==> src/rtl/tmm_pkg.sv <==
package tmm_pkg;
  parameter int unsigned POS_W = 7;
  parameter int unsigned PAT_W = 4;
  parameter int unsigned TM_W  = 12;

  typedef struct packed {
    logic [POS_W-1:0] pos;
    logic [PAT_W-1:0] pat;
    logic [TM_W-1:0]  tmark;
  } stub_t;

  // signed modular difference a - b
  function automatic logic signed [TM_W-1:0] tm_delta(input logic [TM_W-1:0] a,
                                                      input logic [TM_W-1:0] b);
    logic [TM_W-1:0] d;
    d = a - b;
    return $signed(d);
  endfunction
endpackage

==> src/rtl/tmm_stub_buf.sv <==
module tmm_stub_buf
  import tmm_pkg::*;
#(
  parameter int unsigned DEPTH = 8
) (
  input  logic              clk,
  input  logic              rst_n,
  input  logic              in_valid,
  output logic              in_ready,
  input  stub_t             in_stub,
  input  logic [TM_W-1:0]   now,
  input  logic [TM_W-2:0]   max_age,
  input  logic [DEPTH-1:0]  consume,
  output logic [DEPTH-1:0]  live,
  output logic [DEPTH-1:0]  vld,
  output stub_t [DEPTH-1:0] ent
);
  logic [DEPTH-1:0] vld_q, vld_d, aged, wr_hit;
  logic             wr_en, found;
  stub_t [DEPTH-1:0] ent_q;

  always_comb begin
    wr_hit = '0;
    found  = 1'b0;
    for (int s = 0; s < DEPTH; s++) begin
      aged[s] = vld_q[s] &&
                (tm_delta(now, ent_q[s].tmark) > $signed({1'b0, max_age}));
      if (!vld_q[s] && !found) begin
        wr_hit[s] = 1'b1;
        found     = 1'b1;
      end
    end
    in_ready = ~&vld_q;
    wr_en    = in_valid & in_ready;
    for (int s = 0; s < DEPTH; s++) begin
      vld_d[s] = (wr_en & wr_hit[s]) | (vld_q[s] & ~aged[s] & ~consume[s]);
    end
    live = vld_q & ~aged;
  end

  always_ff @(posedge clk or negedge rst_n) begin
    if (!rst_n) vld_q <= '0;
    else        vld_q <= vld_d;
  end

  always_ff @(posedge clk) begin
    for (int s = 0; s < DEPTH; s++) begin
      if (wr_en && wr_hit[s]) ent_q[s] <= in_stub;
    end
  end

  assign vld = vld_q;
  assign ent = ent_q;
endmodule

==> src/rtl/tmm_matcher.sv <==
module tmm_matcher
  import tmm_pkg::*;
#(
  parameter int unsigned NCH   = 3,
  parameter int unsigned DEPTH = 8,
  localparam int unsigned CNT_W = $clog2(NCH + 1)
) (
  input  logic                        clk,
  input  logic                        rst_n,
  input  logic [NCH-1:0][DEPTH-1:0]   live,
  input  stub_t [NCH-1:0][DEPTH-1:0]  ent,
  input  logic [TM_W-2:0]             window,
  input  logic [CNT_W-1:0]            min_hits,
  output logic                        accept,
  output logic [NCH-1:0][DEPTH-1:0]   consume,
  output logic [NCH-1:0]              hit_mask,
  output logic [TM_W-1:0]             trk_time,
  output logic [NCH-1:0][POS_W-1:0]   trk_pos,
  output logic [NCH-1:0][PAT_W-1:0]   trk_pat
);
  localparam int unsigned SLOT_W = (DEPTH > 1) ? $clog2(DEPTH) : 1;
  localparam int unsigned CH_W   = (NCH > 1) ? $clog2(NCH) : 1;

  logic [CH_W-1:0]   sc_q, sc_d;
  logic [SLOT_W-1:0] ss_q, ss_d;
  logic [TM_W-1:0]   seed_t;
  logic              seed_ok;
  logic [NCH-1:0][DEPTH-1:0] pick;
  stub_t [NCH-1:0]   sel;
  logic [CNT_W-1:0]  nhit;

  function automatic logic in_win(input logic [TM_W-1:0] t,
                                  input logic [TM_W-1:0] ref_t,
                                  input logic [TM_W-2:0] w);
    logic signed [TM_W-1:0] d;
    logic [TM_W-1:0]        mag;
    d   = tm_delta(t, ref_t);
    mag = d[TM_W-1] ? (~d + 1'b1) : d;
    return mag <= {1'b0, w};
  endfunction

  // seed scan order: slot first, then channel
  always_comb begin
    if (ss_q == SLOT_W'(DEPTH - 1)) begin
      ss_d = '0;
      sc_d = (sc_q == CH_W'(NCH - 1)) ? '0 : sc_q + 1'b1;
    end else begin
      ss_d = ss_q + 1'b1;
      sc_d = sc_q;
    end
  end

  always_ff @(posedge clk or negedge rst_n) begin
    if (!rst_n) begin
      sc_q <= '0;
      ss_q <= '0;
    end else begin
      sc_q <= sc_d;
      ss_q <= ss_d;
    end
  end

  always_comb begin
    seed_t  = ent[sc_q][ss_q].tmark;
    seed_ok = live[sc_q][ss_q];
    nhit    = '0;
    for (int c = 0; c < NCH; c++) begin
      hit_mask[c] = 1'b0;
      pick[c]     = '0;
      sel[c]      = '0;
      if (CH_W'(c) == sc_q) begin
        hit_mask[c]   = seed_ok;
        pick[c][ss_q] = 1'b1;
        sel[c]        = ent[c][ss_q];
      end else begin
        for (int s = DEPTH - 1; s >= 0; s--) begin
          if (live[c][s] && in_win(ent[c][s].tmark, seed_t, window)) begin
            hit_mask[c] = 1'b1;
            pick[c]     = '0;
            pick[c][s]  = 1'b1;
            sel[c]      = ent[c][s];
          end
        end
      end
      nhit = nhit + CNT_W'(hit_mask[c]);
    end
    accept   = seed_ok && (nhit >= min_hits);
    trk_time = '0;
    for (int c = NCH - 1; c >= 0; c--) begin
      if (hit_mask[c]) trk_time = sel[c].tmark;
    end
    for (int c = 0; c < NCH; c++) begin
      consume[c] = (accept && hit_mask[c]) ? pick[c] : '0;
      trk_pos[c] = hit_mask[c] ? sel[c].pos : '0;
      trk_pat[c] = hit_mask[c] ? sel[c].pat : '0;
    end
  end
endmodule

==> src/rtl/tmm_track_matcher.sv <==
module tmm_track_matcher
  import tmm_pkg::*;
#(
  parameter int unsigned NCH   = 3,
  parameter int unsigned DEPTH = 8,
  localparam int unsigned CNT_W = $clog2(NCH + 1)
) (
  input  logic                      clk,
  input  logic                      rst_n,
  input  logic [TM_W-1:0]           now,
  input  logic [TM_W-2:0]           cfg_window,
  input  logic [TM_W-2:0]           cfg_max_age,
  input  logic [CNT_W-1:0]          cfg_min_hits,
  input  logic [NCH-1:0]            stub_valid,
  output logic [NCH-1:0]            stub_ready,
  input  logic [NCH-1:0][POS_W-1:0] stub_pos,
  input  logic [NCH-1:0][PAT_W-1:0] stub_pat,
  input  logic [NCH-1:0][TM_W-1:0]  stub_time,
  output logic                      l1a_valid,
  output logic [TM_W-1:0]           l1a_time,
  output logic                      log_valid,
  output logic [NCH-1:0]            log_mask,
  output logic [NCH-1:0][POS_W-1:0] log_pos,
  output logic [NCH-1:0][PAT_W-1:0] log_pat
);
  stub_t [NCH-1:0]                 in_stub;
  stub_t [NCH-1:0][DEPTH-1:0]      ent_all;
  logic  [NCH-1:0][DEPTH-1:0]      live_all, vld_all, consume_all;
  logic  [NCH-1:0][DEPTH-1:0][TM_W-1:0] ent_time_all;

  logic                      accept;
  logic [NCH-1:0]            hit_mask;
  logic [TM_W-1:0]           trk_time;
  logic [NCH-1:0][POS_W-1:0] trk_pos;
  logic [NCH-1:0][PAT_W-1:0] trk_pat;

  logic                      acc_q;
  logic [TM_W-1:0]           time_q;
  logic [NCH-1:0]            mask_q;
  logic [NCH-1:0][POS_W-1:0] pos_q;
  logic [NCH-1:0][PAT_W-1:0] pat_q;

  for (genvar c = 0; c < NCH; c++) begin : g_ch
    assign in_stub[c].pos   = stub_pos[c];
    assign in_stub[c].pat   = stub_pat[c];
    assign in_stub[c].tmark = stub_time[c];

    tmm_stub_buf #(.DEPTH(DEPTH)) u_buf (
      .clk      (clk),
      .rst_n    (rst_n),
      .in_valid (stub_valid[c]),
      .in_ready (stub_ready[c]),
      .in_stub  (in_stub[c]),
      .now      (now),
      .max_age  (cfg_max_age),
      .consume  (consume_all[c]),
      .live     (live_all[c]),
      .vld      (vld_all[c]),
      .ent      (ent_all[c])
    );

    for (genvar s = 0; s < DEPTH; s++) begin : g_slot
      assign ent_time_all[c][s] = ent_all[c][s].tmark;
    end
  end

  tmm_matcher #(.NCH(NCH), .DEPTH(DEPTH)) u_match (
    .clk      (clk),
    .rst_n    (rst_n),
    .live     (live_all),
    .ent      (ent_all),
    .window   (cfg_window),
    .min_hits (cfg_min_hits),
    .accept   (accept),
    .consume  (consume_all),
    .hit_mask (hit_mask),
    .trk_time (trk_time),
    .trk_pos  (trk_pos),
    .trk_pat  (trk_pat)
  );

  always_ff @(posedge clk or negedge rst_n) begin
    if (!rst_n) acc_q <= 1'b0;
    else        acc_q <= accept;
  end

  always_ff @(posedge clk) begin
    if (accept) begin
      time_q <= trk_time;
      mask_q <= hit_mask;
      pos_q  <= trk_pos;
      pat_q  <= trk_pat;
    end
  end

  assign l1a_valid = acc_q;
  assign l1a_time  = time_q;
  assign log_valid = acc_q;
  assign log_mask  = mask_q;
  assign log_pos   = pos_q;
  assign log_pat   = pat_q;
endmodule

==> config.mk <==
export PLATFORM = sky130hd
export DESIGN_NAME = tmm_track_matcher
export DESIGN_NICKNAME = d
export VERILOG_FILES = /design/src/rtl/tmm_pkg.sv /design/src/rtl/tmm_stub_buf.sv /design/src/rtl/tmm_matcher.sv /design/src/rtl/tmm_track_matcher.sv
export SDC_FILE = /design/constraint.sdc
export NUM_CORES = 2
export LEC_CHECK = 0
export ABC_AREA = 0
export BUFFER_PORTS_ARGS = -buffer_cell sky130_fd_sc_hd__buf_2
export CAP_MARGIN = 20
export CORE_UTILIZATION = 39
export CTS_BUF_LIST = sky130_fd_sc_hd__clkbuf_8
export DETAILED_ROUTE_END_ITERATION = 16
export GPL_ROUTABILITY_DRIVEN = 1
export PLACE_DENSITY_LB_ADDON = 0.05
export SETUP_SLACK_MARGIN = 0.1
export SLEW_MARGIN = 10
export SYNTH_ARGS = -nofsm -noshare
export SYNTH_HDL_FRONTEND = slang
export SYNTH_SLANG_ARGS = --single-unit
==> constraint.sdc <==
create_clock -name clk -period 21.2 [get_ports clk]
set_input_delay 1.06 -clock clk [delete_from_list [all_inputs] [get_ports clk]]
set_output_delay 1.06 -clock clk [all_outputs]
set_load 0.005 [all_outputs]
==> run metrics <==
setup TNS 0 ns; Vias 71970; status finished clean; Synth Area per Inst 8.964 um^2; Synth Register Bits 630; Ys Warns 0; Core Region 183100 um^2; total CTS buffers 114; Crit Reg-Reg Startpoint u_match.ss_q[0]$_DFF_PN0_; Psw 5.329 mW; WP data required 21.72 ns; met3 Usage GRT 0.1104; sequential power share 0.187; Fillers 18130; placed cell area 76840 um^2; Area growth syn-to-layout 10.27%; final non-filler cell area 79290 um^2; register area share after synthesis 0.2610; CTS max path bufs 3; Most Crowded Layer GR met2; GP Congestion 1.080; final HPWL from detailed placement 276200 um; Netlist cell types 113; Non-Filler Instances 10860; Hold Buf Count CTS 0; Critical path origin u_match.ss_q[0]$_DFF_PN0_; sw frac 0.5272; # IOs 163; Least-Margin Pin Slew 1.284 ns; mux cell area share after synthesis 0.01681; Pre-Repair DR Iteration Count 9; Adder-Cell Fraction of Synth Area 0.2023; clk_lat worst skew 1.00 ns; Cell Area, Synth 71910 um^2; postcts setup bufs 0; PortBufs 162; EDFF count, synth 600; initial antenna violation count 42; CP max-delay cell and3b_2; crit path DAT 13.17 ns; DIE AREA 186100 um^2; post-synthesis compound-gate area fraction 0.2535; Pins Over Slew Limit 0; FP Rows 157; largest net degree at the start of global routing 49; Tot GR Track Use 0.3909; Final Util 0.4331; Int Pwr 4.778 mW; Leak 31.86 nW; CTS Root Cell clkbuf_8; Crit Path Class register to register; first-pass GRT wire length 514700 um; H-tree depth 3; aggregate routed wire length 375500 um; worst-path fanout max 45; routed len/inst 34.57 um; number of global-route vias before repair 67010; final layout net count 9536; via/cell ratio 6.625; most frequent cell on the critical path buf_4; Cells after Synth 8022; share of cells above drive strength 1 0.09052; Slew HR 0.1403; Die H 431.4 um; Logic pwr share 0.686; slowest cell delay on critical path 0.95 ns; CTS tree done; grt total ovfl 0; CP Launch Type register; Post-CTS Resized 0; largest cells by area after synthesis edfxtp_1 25%, ha_1 19%, xnor2_1 5.6%; post-synthesis simple-gate area fraction 0.1456; Post-Place Cells 10640; post-route ant nets 0; Pwr Density 127.5 nW/um^2; largest family of logic cells by synthesized area compound AO/OA/AOI/OAI gates; Finish-stage setup viols 0; Net Count, Synth 9265; Main synth FF type edfxtp_1; Crit. End Element register; VDD IR max 0.1170 mV; share of the synthesized area in the top cell type 0.2506; MaxCap Viol Count 0; Tcrit/Tclk final 0.5968; dominant cell type by area after synthesis edfxtp_1; Worst-path clk slew 0.07 ns; Initial Utilization 0.3928; Hold Crit Class input pin to async pin; Die W 431.4 um; RSZ-0062 raised after global routing no; FMAX 0.07904 GHz; Final min period 12.65 ns; Synth async-reset ratio 0.04762; M1 GR Usage 0.4949; Worst Skew 0.1042 ns; Clock power frac 0.127; clock sink count 630; drt initial violations 9696; Final Hold Fails 0; XOR/XNOR share of the synthesized area 0.07830; DRC violations left 0; met2 Use GR 0.5790
-- placed cells by master (no fill, tap or decap), types with 89 or more instances in the layout --
cell type  instances
o211ai_1          89
clkbuf_8         115
nand2b_1         101
inv_1            535
ha_1            1084
nand4_1          117
a211oi_1         105
edfxtp_1         600
a21oi_1          609
o21a_1           159
nand2_1          393
xor2_1           162
nor2b_1          138
nor3_1           157
buf_4            227
a221oi_1         111
o21bai_1         111
buf_2            160
nor2_1           569
nand3_1          154
o21ai_0          454
xnor2_1          461
a22oi_1          132
a21o_1           163
-- flip-flops by register name, indices dropped and copies added, names as in the netlist --
name and count:
g_ch.u_buf.vld 24, log_mask 3, u_match.sc_q 2, u_match.ss_q 3, log_pos 21, g_ch.u_buf.ent 552
l1a_valid 1, l1a_time 12, log_pat 12
-- cell families (layout without fill, tap and decap cells) --
logic type,after synthesis,after routing
multiplexers,107,107
AO/OA/AOI/OAI,2675,2675
adder cells (fa/ha/maj),1133,1133
other,0,15
flip-flops,630,630
XOR/XNOR,631,631
AND/OR/NAND/NOR,2067,2067
buffers and inverters,779,1142
-- metrics by stage --
stage	hold slack, ns	total power [mW]	setup slack, ns
CTS	0.2131	9.859	9.094
global placement	0.5640	8.503	9.229
detailed placement	0.5621	8.540	9.257
finish	0.2712	10.11	8.549
global route	0.2278	10.64	8.403
floorplan	0.5006	6.180	8.415
-- power groups by stage --
stage / clock network [mW] / registers (mW) / logic (mW)
floorplan: 0 / 1.74 / 4.44
global placement: 0 / 1.89 / 6.61
detailed placement: 0 / 1.89 / 6.65
CTS: 1.29 / 1.87 / 6.70
global route: 1.34 / 1.88 / 7.42
finish: 1.29 / 1.89 / 6.93
-- synth_stat cells (all sizes together) (27+ instances only) --
cell type / n
a2111oi: 33
a211o: 31
a211oi: 108
a21o: 163
a21oi: 610
a221o: 40
a221oi: 113
a22oi: 132
a31oi: 77
and2: 36
and3: 53
buf: 62
clkbuf: 170
dfrtp: 30
edfxtp: 600
fa: 49
ha: 1084
inv: 546
mux2i: 78
nand2: 393
nand2b: 103
nand3: 154
nand3b: 27
nand4: 119
nor2: 587
nor2b: 145
nor3: 175
nor3b: 30
nor4: 57
o2111ai: 44
o211ai: 89
o21a: 160
o21ai: 459
o21bai: 112
o221ai: 49
o22ai: 85
o311ai: 29
o31a: 50
o31ai: 59
or3: 61
or4: 34
xnor2: 462
xor2: 162
-- layout make-up --
| cell class | count | area [um^2] | share of cell area |
|---|---|---|---|
| Antenna cell | 15 | 37.54 | 0.0004734 |
| Clock buffer | 115 | 1583 | 0.01996 |
| Clock inverter | 93 | 825.8 | 0.01041 |
| Inverter | 547 | 2056 | 0.02593 |
| Multi-Input combinational cell | 6613 | 50420 | 0.6359 |
| Sequential cell | 630 | 18780 | 0.2368 |
| Tap cell | 2464 | 3083 | 0.03888 |
| Timing Repair Buffer | 387 | 2505 | 0.03159 |
-- metal layers --
metal	up-vias	wire length, um	share of wire
met4	26	29900	0.080
met2	4455	155800	0.41
met5	-	159	0.00042
met1	34890	149100	0.40
met3	1202	40640	0.11
li1	31400	-	-
-- path summary, 6_finish.rpt --
| path | endpoint | slack (ns) | cells past startpoint |
|---|---|---|---|
| worst max-delay path | log_pos[5]$_SDFFCE_PP0N_ | 8.55 | 39 |
| worst min-delay path | g_ch[1].u_buf.vld[1]$_DFF_PN0_ | 0.27 | 2 |
| worst max register to register | log_pos[5]$_SDFFCE_PP0N_ | 8.55 | 39 |
| worst min register to register | g_ch[1].u_buf.vld[2]$_DFF_PN0_ | 0.58 | 1 |
| max in group asynchronous | u_match.ss_q[0]$_DFF_PN0_ | 20.26 | 2 |
| min in group clk | g_ch[2].u_buf.ent[36]$_DFFE_PP_ | 0.36 | 1 |
-- critical path: cells and delay by family, from the launching register on --
family,cells,cell delay [ns]
buffers and inverters,10,3.71
and+or+nand+nor,9,2.73
xor gates and xnor gates,1,0.14
AOI/OAI and AO/OA,14,3.34
adders and majority gates,5,1.56
DFF,1,0.52
(Power assumes the default switching activity.)
